<file path="config.mk">
export PLATFORM = sky130hd
export DESIGN_NAME = tirq_router
export DESIGN_NICKNAME = d
export VERILOG_FILES = /design/src/rtl/tirq_pkg.sv /design/src/rtl/tirq_cfg_bank.sv /design/src/rtl/tirq_line_ctrl.sv /design/src/rtl/tirq_msg_queue.sv /design/src/rtl/tirq_router.sv
export SDC_FILE = /design/constraint.sdc
export NUM_CORES = 1
export LEC_CHECK = 0
export ABC_AREA = 1
export CAP_MARGIN = 10
export CORE_ASPECT_RATIO = 1.25
export CORE_MARGIN = 2
export CORE_UTILIZATION = 45
export DETAILED_ROUTE_END_ITERATION = 8
export DONT_BUFFER_PORTS = 1
export GPL_TIMING_DRIVEN = 0
export HOLD_SLACK_MARGIN = 0.12
export PLACE_DENSITY = 0.7
export SLEW_MARGIN = 15
export SYNTH_ARGS = -nofsm -noshare
export SYNTH_HDL_FRONTEND = slang
export SYNTH_SLANG_ARGS = --single-unit
</file>
<file path="constraint.sdc">
create_clock -name clk -period 2.55 [get_ports clk]
set_clock_uncertainty 0.15 [all_clocks]
set_input_delay 0.51 -clock clk [delete_from_list [all_inputs] [get_ports clk]]
set_output_delay 0.51 -clock clk [all_outputs]
set_load 0.01 [all_outputs]
</file>
<file path="src/rtl/tirq_pkg.sv">
package tirq_pkg;
  localparam int LINES   = 32;
  localparam int LINE_W  = 5;
  localparam int CFG_W   = 64;
  localparam int BIT_LVL = 1;
  localparam int BIT_EN  = 2;
  localparam int BIT_RT  = 9;
  localparam int BIT_MSG = 14;
  localparam int VEC_W   = 8;
  localparam int DST_LO  = 12;

  // stored per-timer configuration
  typedef struct packed {
    logic              en;
    logic              lvl;
    logic              msg_en;
    logic [LINE_W-1:0] route;
  } tcfg_t;

  // effective delivery after legacy and capability rules
  typedef struct packed {
    logic              en;
    logic              edge_m;
    logic              msg;
    logic [LINE_W-1:0] line;
  } teff_t;

  function automatic teff_t resolve(tcfg_t c, logic leg, logic [LINE_W-1:0] leg_line, logic cap);
    teff_t e;
    e.en     = c.en;
    e.msg    = cap & c.msg_en & ~leg;
    e.edge_m = leg | ~c.lvl;
    e.line   = leg ? leg_line : c.route;
    return e;
  endfunction
endpackage

</file>
<file path="src/rtl/tirq_cfg_bank.sv">
module tirq_cfg_bank
  import tirq_pkg::*;
#(
  parameter int                 NUM_TMR    = 8,
  parameter logic [LINES-1:0]   ALLOW_MASK = 32'hFFFF_00FE,
  parameter logic [NUM_TMR-1:0] MSG_CAP    = '1,
  parameter int                 LEG_LINE0  = 2,
  parameter int                 LEG_LINE1  = 8,
  localparam int                IDX_W      = (NUM_TMR > 1) ? $clog2(NUM_TMR) : 1
) (
  input  logic                          clk,
  input  logic                          rst,
  input  logic                          legacy_en,
  input  logic                          cfg_we,
  input  logic [IDX_W-1:0]              cfg_idx,
  input  logic [CFG_W-1:0]              cfg_wdata,
  input  logic                          msg_we,
  input  logic [IDX_W-1:0]              msg_idx,
  input  logic [31:0]                   msg_wdata,
  input  logic [31:0]                   msg_waddr,
  output teff_t [NUM_TMR-1:0]           eff,
  output logic  [NUM_TMR-1:0]           rel,
  output logic  [NUM_TMR-1:0][VEC_W-1:0] vec,
  output logic  [NUM_TMR-1:0][VEC_W-1:0] dst
);
  logic unused_bits;
  assign unused_bits = ^{cfg_wdata[CFG_W-1:BIT_MSG+1], cfg_wdata[BIT_RT-1:BIT_EN+1], cfg_wdata[0],
                         msg_wdata[31:VEC_W], msg_waddr[31:DST_LO+VEC_W], msg_waddr[DST_LO-1:0]};

  // the incoming word, line number checked against the allowed mask
  tcfg_t wr_c;
  always_comb begin
    wr_c.en     = cfg_wdata[BIT_EN];
    wr_c.lvl    = cfg_wdata[BIT_LVL];
    wr_c.msg_en = cfg_wdata[BIT_MSG];
    wr_c.route  = cfg_wdata[BIT_RT +: LINE_W];
    if (wr_c.route != '0 && !ALLOW_MASK[wr_c.route]) wr_c.route = '0;
  end

  for (genvar t = 0; t < NUM_TMR; t++) begin : g_tmr
    localparam bit LEG_T = (t < 2);
    localparam logic [LINE_W-1:0] LL = (t == 0) ? LINE_W'(LEG_LINE0) : LINE_W'(LEG_LINE1);
    tcfg_t cur_q;
    teff_t e_old, e_new;
    logic  wr_hit, leg;

    assign leg    = LEG_T & legacy_en;
    assign wr_hit = cfg_we && (cfg_idx == IDX_W'(t));
    assign e_old  = resolve(cur_q, leg, LL, MSG_CAP[t]);
    assign e_new  = resolve(wr_c, leg, LL, MSG_CAP[t]);
    assign eff[t] = e_old;
    // a held level goes stale under legacy mode or a delivery-changing write
    assign rel[t] = leg | (wr_hit & (~e_new.en | e_new.msg | e_new.edge_m |
                                      (e_new.line != e_old.line)));

    always_ff @(posedge clk) begin
      if (rst) begin
        cur_q  <= '0;
        vec[t] <= '0;
        dst[t] <= '0;
      end else begin
        if (wr_hit) cur_q <= wr_c;
        if (msg_we && msg_idx == IDX_W'(t)) begin
          vec[t] <= msg_wdata[VEC_W-1:0];
          dst[t] <= msg_waddr[DST_LO +: VEC_W];
        end
      end
    end
  end
endmodule

</file>
<file path="src/rtl/tirq_line_ctrl.sv">
module tirq_line_ctrl
  import tirq_pkg::*;
#(
  parameter int NUM_TMR = 8
) (
  input  logic                clk,
  input  logic                rst,
  input  logic [NUM_TMR-1:0]  expire,
  input  teff_t [NUM_TMR-1:0] eff,
  input  logic [NUM_TMR-1:0]  rel,
  input  logic                sts_we,
  input  logic [NUM_TMR-1:0]  sts_wdata,
  output logic [NUM_TMR-1:0]  status_q,
  output logic [LINES-1:0]    lines_q,
  output logic [NUM_TMR-1:0]  msg_req
);
  logic [NUM_TMR-1:0] fire, lvl_set, pulse, w1c, status_n;
  logic [LINES-1:0]   lines_n;

  always_comb begin
    for (int t = 0; t < NUM_TMR; t++) begin
      fire[t]    = expire[t] & eff[t].en & ~status_q[t];
      msg_req[t] = fire[t] & eff[t].msg;
      lvl_set[t] = fire[t] & ~eff[t].msg & ~eff[t].edge_m & (eff[t].line != '0);
      pulse[t]   = fire[t] & ~eff[t].msg &  eff[t].edge_m & (eff[t].line != '0);
    end
    w1c      = sts_we ? (sts_wdata & status_q) : '0;
    status_n = ((status_q & ~w1c) | lvl_set) & ~rel;
    lines_n  = '0;
    for (int t = 0; t < NUM_TMR; t++) begin
      if (status_n[t] || pulse[t]) lines_n[eff[t].line] = 1'b1;
    end
    lines_n[0] = 1'b0;
  end

  always_ff @(posedge clk) begin
    if (rst) begin
      status_q <= '0;
      lines_q  <= '0;
    end else begin
      status_q <= status_n;
      lines_q  <= lines_n;
    end
  end
endmodule

</file>
<file path="src/rtl/tirq_msg_queue.sv">
module tirq_msg_queue
  import tirq_pkg::*;
#(
  parameter int  NUM_TMR = 8,
  localparam int IDX_W   = (NUM_TMR > 1) ? $clog2(NUM_TMR) : 1
) (
  input  logic                           clk,
  input  logic                           rst,
  input  logic [NUM_TMR-1:0]             req,
  input  logic [NUM_TMR-1:0][VEC_W-1:0]  vec,
  input  logic [NUM_TMR-1:0][VEC_W-1:0]  dst,
  input  logic                           msi_ready,
  output logic                           msi_valid,
  output logic [VEC_W-1:0]               msi_vector,
  output logic [VEC_W-1:0]               msi_dest,
  output logic                           msi_bcast,
  output logic [IDX_W-1:0]               msi_tmr
);
  logic [NUM_TMR-1:0] pend_q, take;
  logic [IDX_W-1:0]   pick;
  logic               load;

  // lowest pending timer wins
  always_comb begin
    pick = '0;
    for (int t = NUM_TMR - 1; t >= 0; t--) begin
      if (pend_q[t]) pick = IDX_W'(t);
    end
    load = (pend_q != '0) && (!msi_valid || msi_ready);
    take = '0;
    if (load) take[pick] = 1'b1;
  end

  always_ff @(posedge clk) begin
    if (rst) begin
      pend_q     <= '0;
      msi_valid  <= 1'b0;
      msi_vector <= '0;
      msi_dest   <= '0;
      msi_bcast  <= 1'b0;
      msi_tmr    <= '0;
    end else begin
      pend_q <= (pend_q & ~take) | req;
      if (load) begin
        msi_valid  <= 1'b1;
        msi_vector <= vec[pick];
        msi_dest   <= dst[pick];
        msi_bcast  <= (dst[pick] == 8'hFF);
        msi_tmr    <= pick;
      end else if (msi_ready) begin
        msi_valid <= 1'b0;
      end
    end
  end
endmodule

</file>
<file path="src/rtl/tirq_router.sv">
module tirq_router
  import tirq_pkg::*;
#(
  parameter int                 NUM_TMR    = 8,
  parameter logic [31:0]        ALLOW_MASK = 32'hFFFF_00FE,
  parameter logic [NUM_TMR-1:0] MSG_CAP    = '1,
  parameter int                 LEG_LINE0  = 2,
  parameter int                 LEG_LINE1  = 8,
  localparam int                IDX_W      = (NUM_TMR > 1) ? $clog2(NUM_TMR) : 1
) (
  input  logic               clk,
  input  logic               rst,
  input  logic               legacy_en,
  input  logic               cfg_we,
  input  logic [IDX_W-1:0]   cfg_idx,
  input  logic [63:0]        cfg_wdata,
  input  logic               msg_we,
  input  logic [IDX_W-1:0]   msg_idx,
  input  logic [31:0]        msg_wdata,
  input  logic [31:0]        msg_waddr,
  input  logic [NUM_TMR-1:0] expire,
  input  logic               sts_we,
  input  logic [NUM_TMR-1:0] sts_wdata,
  output logic [NUM_TMR-1:0] status,
  output logic [31:0]        irq_lines,
  output logic               msi_valid,
  input  logic               msi_ready,
  output logic [7:0]         msi_vector,
  output logic [7:0]         msi_dest,
  output logic               msi_bcast,
  output logic [IDX_W-1:0]   msi_tmr
);
  teff_t [NUM_TMR-1:0]            eff;
  logic  [NUM_TMR-1:0]            rel, msg_req;
  logic  [NUM_TMR-1:0][VEC_W-1:0] vec, dst;

  tirq_cfg_bank #(
    .NUM_TMR(NUM_TMR), .ALLOW_MASK(ALLOW_MASK), .MSG_CAP(MSG_CAP),
    .LEG_LINE0(LEG_LINE0), .LEG_LINE1(LEG_LINE1)
  ) u_cfg (
    .clk(clk), .rst(rst), .legacy_en(legacy_en),
    .cfg_we(cfg_we), .cfg_idx(cfg_idx), .cfg_wdata(cfg_wdata),
    .msg_we(msg_we), .msg_idx(msg_idx), .msg_wdata(msg_wdata), .msg_waddr(msg_waddr),
    .eff(eff), .rel(rel), .vec(vec), .dst(dst)
  );

  tirq_line_ctrl #(.NUM_TMR(NUM_TMR)) u_line (
    .clk(clk), .rst(rst), .expire(expire), .eff(eff), .rel(rel),
    .sts_we(sts_we), .sts_wdata(sts_wdata),
    .status_q(status), .lines_q(irq_lines), .msg_req(msg_req)
  );

  tirq_msg_queue #(.NUM_TMR(NUM_TMR)) u_msg (
    .clk(clk), .rst(rst), .req(msg_req), .vec(vec), .dst(dst),
    .msi_ready(msi_ready), .msi_valid(msi_valid), .msi_vector(msi_vector),
    .msi_dest(msi_dest), .msi_bcast(msi_bcast), .msi_tmr(msi_tmr)
  );
endmodule

</file>
==> results.py <==
metrics = {
    "hold_path": {
        "hold_class": "in2reg",
    },
    "synthesis": {
        "synthArstFlopShare": 0,
        "syn_area_um2": 13900,
        "synth_flop_cell": "dfxtp_1",
        "synth_edf_count": 0,
        "avgSynthCellArea_um2": 6.44,
        "synth.yosys.seq_area_share": 0.375,
        "yosysWarnings": 0,
        "ys_types": 42,
        "synth_top_area_frac": 0.375,
        "ys_seq_elements": 260,
        "synth_fp_nets": 2310,
        "synth_area_leaders": "dfxtp_1, nand2_1, nor2_1",
        "syn_inst": 2153,
        "synth_commonest_cells": "nand2_1, nor2_1, dfxtp_1, o21ai_0, inv_1",
        "synth_top_area_cell": "dfxtp_1",
    },
    "setup_path": {
        "worstSetupEndpoint": "u_line.lines_q[20]",
        "critPathLaunchType": "flip-flop",
        "cp.arrival_ps": 2780,
        "slowest_stage": "nor2_1",
        "r2r_start": "u_cfg.eff[48]",
        "required_ps": 2830,
        "crit_type": "reg2reg",
        "cp-startpoint": "u_cfg.eff[48]",
        "cp_top_family": "simple AND/OR/NAND/NOR gates",
        "crit_buf_inv": 1,
        "crit_fanout": 10,
        "cp_num_cells": 10,
        "crit_path_end_kind": "flip-flop",
        "rrSetupSlack_ps": 40,
        "rr_worst_depth": 10,
        "r2r_end": "u_line.lines_q[20]",
        "crit_chain": "nor2_1 -> nand2_1 -> a31o_2 -> nand2_1 -> o21ai_2 -> buf_4 -> nand3_1 -> nand3_1 -> nor2_1 -> a21oi_1",
        "max_stage_delay_ps": 430,
    },
    "pwr": {
        "powerDensity_nw_per_um2": 591,
        "p_total_mw": 9.28,
        "ir_drop_v": 0.000613,
        "power.leakage_nw": 6.21,
    },
    "run_status": {
        "outcome": "finished clean",
    },
    "sta": {
        "relSlewSlack": 0.261,
        "finalSetupViolCount": 0,
        "setup_tns_ps": 0,
        "max_freq_mhz": 399,
        "min_period_ps": 2510,
        "post-route-period-util": 0.983,
        "setup_ws_ps": 43.7,
        "rsz0062_at_grt": "true",
        "worst_pin_slew_ps": 1100,
        "report.final.hold_viol_count": 0,
        "drv_slew": 0,
    },
    "cts": {
        "cts_tree": "done",
        "cts_root_buf": "clkbuf_16",
        "htree_num_levels": 1,
        "cts_buffers": 27,
        "clk_pin_slew_ps": 70,
        "cts_sinks": 260,
        "cts_max_path_buffers": 3,
        "insertion_delay_ps": 580,
    },
    "finish": {
        "final_layout_size_suffix_gt1_frac": 0.0728,
        "nNetsFinal": 2361,
        "syn_to_final_growth_pct": 13.2,
        "instances_no_fill": 2627,
    },
    "floorplan": {
        "coreArea_um2": 30200,
        "die_y_um": 200,
        "placement_rows": 71,
        "die_x_um": 161,
        "initial_core_util": 0.459,
        "fp.dieArea_um2": 32300,
        "pin_count": 218,
    },
    "placement": {
        "pre_cts_slack_ps": -717,
        "dp_hpwl_um": 49600,
        "io_buffers": 0,
        "placedCellCount": 2554,
        "gp_congestion": 0.995,
    },
    "detailed_routing": {
        "ant_nets": 0,
        "vias_per_cell": 5.78,
        "routed_wl_um": 63700,
        "drc_errors": 0,
        "first_pass_iters": 6,
        "vias": 15200,
        "drt_iter0_markers": 1206,
        "wl_per_cell_um": 24.3,
    },
    "global_routing": {
        "grt_pass1_wl_um": 92500,
        "grt_max_degree": 15,
        "first_global_vias": 14500,
        "globalRouteTotalUtil": 0.386,
        "overflow": 0,
        "antenna_found_initial": 1,
    },
    "run": {
        "max_cap_violations": 0,
    },
}
==> worst reg2reg max path, delay by kind of cell, from the launching register on <==
family / cells / cell delay, ps
AOI/OAI and AO/OA: 3 / 430
buffers and inverters: 1 / 170
DFF: 1 / 350
and+or+nand+nor: 6 / 1250
==> layer usage <==
layer	share of wire	wire length, um	track usage	up-vias
li1	-	-	-	7199
met1	0.34	21900	0.396	7013
met2	0.49	31300	0.682	728
met3	0.060	3800	0.0528	255
met4	0.11	6790	0.343	0
met5	0	0	0	-
==> flip-flops by register name, indices dropped and copies added (netlist names) <==
| signal | count |
|---|---|
| u_cfg.dst | 64 |
| u_cfg.eff | 44 |
| u_cfg.g_tmr.cur_q | 20 |
| u_cfg.vec | 64 |
| u_line.lines_q | 31 |
| u_line.status_q | 8 |
| u_msg.msi_bcast | 1 |
| u_msg.msi_dest | 8 |
| u_msg.msi_tmr | 3 |
| u_msg.msi_valid | 1 |
| u_msg.msi_vector | 8 |
| u_msg.pend_q | 8 |
==> power breakdown <==
group          total [mW]  internal (mW)  switching (mW)
Clock                4.20           2.43            1.77
Combinational       0.826          0.222           0.604
Sequential           4.25           4.17          0.0767
Total                9.28           6.83            2.45
==> how the worst min path moves through the flow <==
stage,startpoint,to,slack (ps),cells after the start
after floorplan,u_cfg.vec[13],u_cfg.vec[13],270,2
after global placement,u_cfg.vec[13],u_cfg.vec[13],290,2
after detailed placement,u_cfg.dst[17],u_cfg.dst[17],290,2
after CTS,expire[0],u_msg.pend_q[0],130,4
after global routing,expire[3],u_msg.pend_q[3],140,2
final,expire[0],u_msg.pend_q[0],130,4
==> metrics by stage <==
| stage | instance area, um^2 | utilization | hold WS [ps] |
|---|---|---|---|
| after floorplan | 13900 | - | 275 |
| after global placement | 14400 | 0.476 | 289 |
| after detailed placement | 14400 | 0.476 | 294 |
| after CTS | 15600 | 0.516 | 127 |
| after global routing | 15700 | 0.520 | 143 |
| final | 15700 | 0.520 | 128 |
==> repair_timing <==
| item | in CTS | in global routing |
|---|---|---|
| pin swaps | 2 | 3 |
| buffers inserted | 2 | 3 |
| endpoints found under the hold margin | 128 | 0 |
| gates resized for setup | 10 | 46 |
| hold buffers | 23 | 0 |
| endpoints found under the setup margin | 30 | 47 |
==> area by class of cell <==
type,instances,area (um^2)
Antenna cell,1,2.50
Buffer,113,578
Clock buffer,38,777
Clock inverter,12,153
Fill cell,3223,14500
Inverter,230,871
Multi-Input combinational cell,1544,7340
Sequential cell,260,5210
Tap cell,401,502
Timing Repair Buffer,28,268
==> cells by family (layout without fill, tap and decap cells) <==
kind of cell / count (synthesis) / after routing / share of synthesized area
AND/OR/NAND/NOR: 1009 / 1009 / 0.311
AO/OA/AOI/OAI: 511 / 511 / 0.194
buffers and inverters: 349 / 421 / 0.105
flip-flops: 260 / 260 / 0.375
XOR/XNOR: 23 / 23 / 0.0145
other: 1 / 2 / 0.000270
==> layout by cell type, fill, tap and decap left out, drive strengths merged, types with 2 or more instances in the layout <==
cell type | netlist | final
nand2 | 361 | 361
nor2 | 350 | 350
dfxtp | 260 | 260
o21ai | 252 | 252
inv | 224 | 225
nand3 | 212 | 212
a21oi | 203 | 203
clkbuf | 76 | 111
nor3 | 45 | 45
buf | 43 | 45
nand4 | 28 | 28
dlygate4sd3 | 0 | 23
xor2 | 20 | 20
o22ai | 12 | 12
clkinv | 6 | 12
a211oi | 11 | 11
nand3b | 9 | 9
a22oi | 7 | 7
o31ai | 6 | 6
a31oi | 5 | 5
o2111ai | 4 | 4
o211ai | 4 | 4
a31o | 4 | 4
xnor2 | 3 | 3
bufinv | 0 | 3
clkinvlp | 0 | 2
or2 | 2 | 2
a311oi | 2 | 2
(Power assumes the default switching activity.)
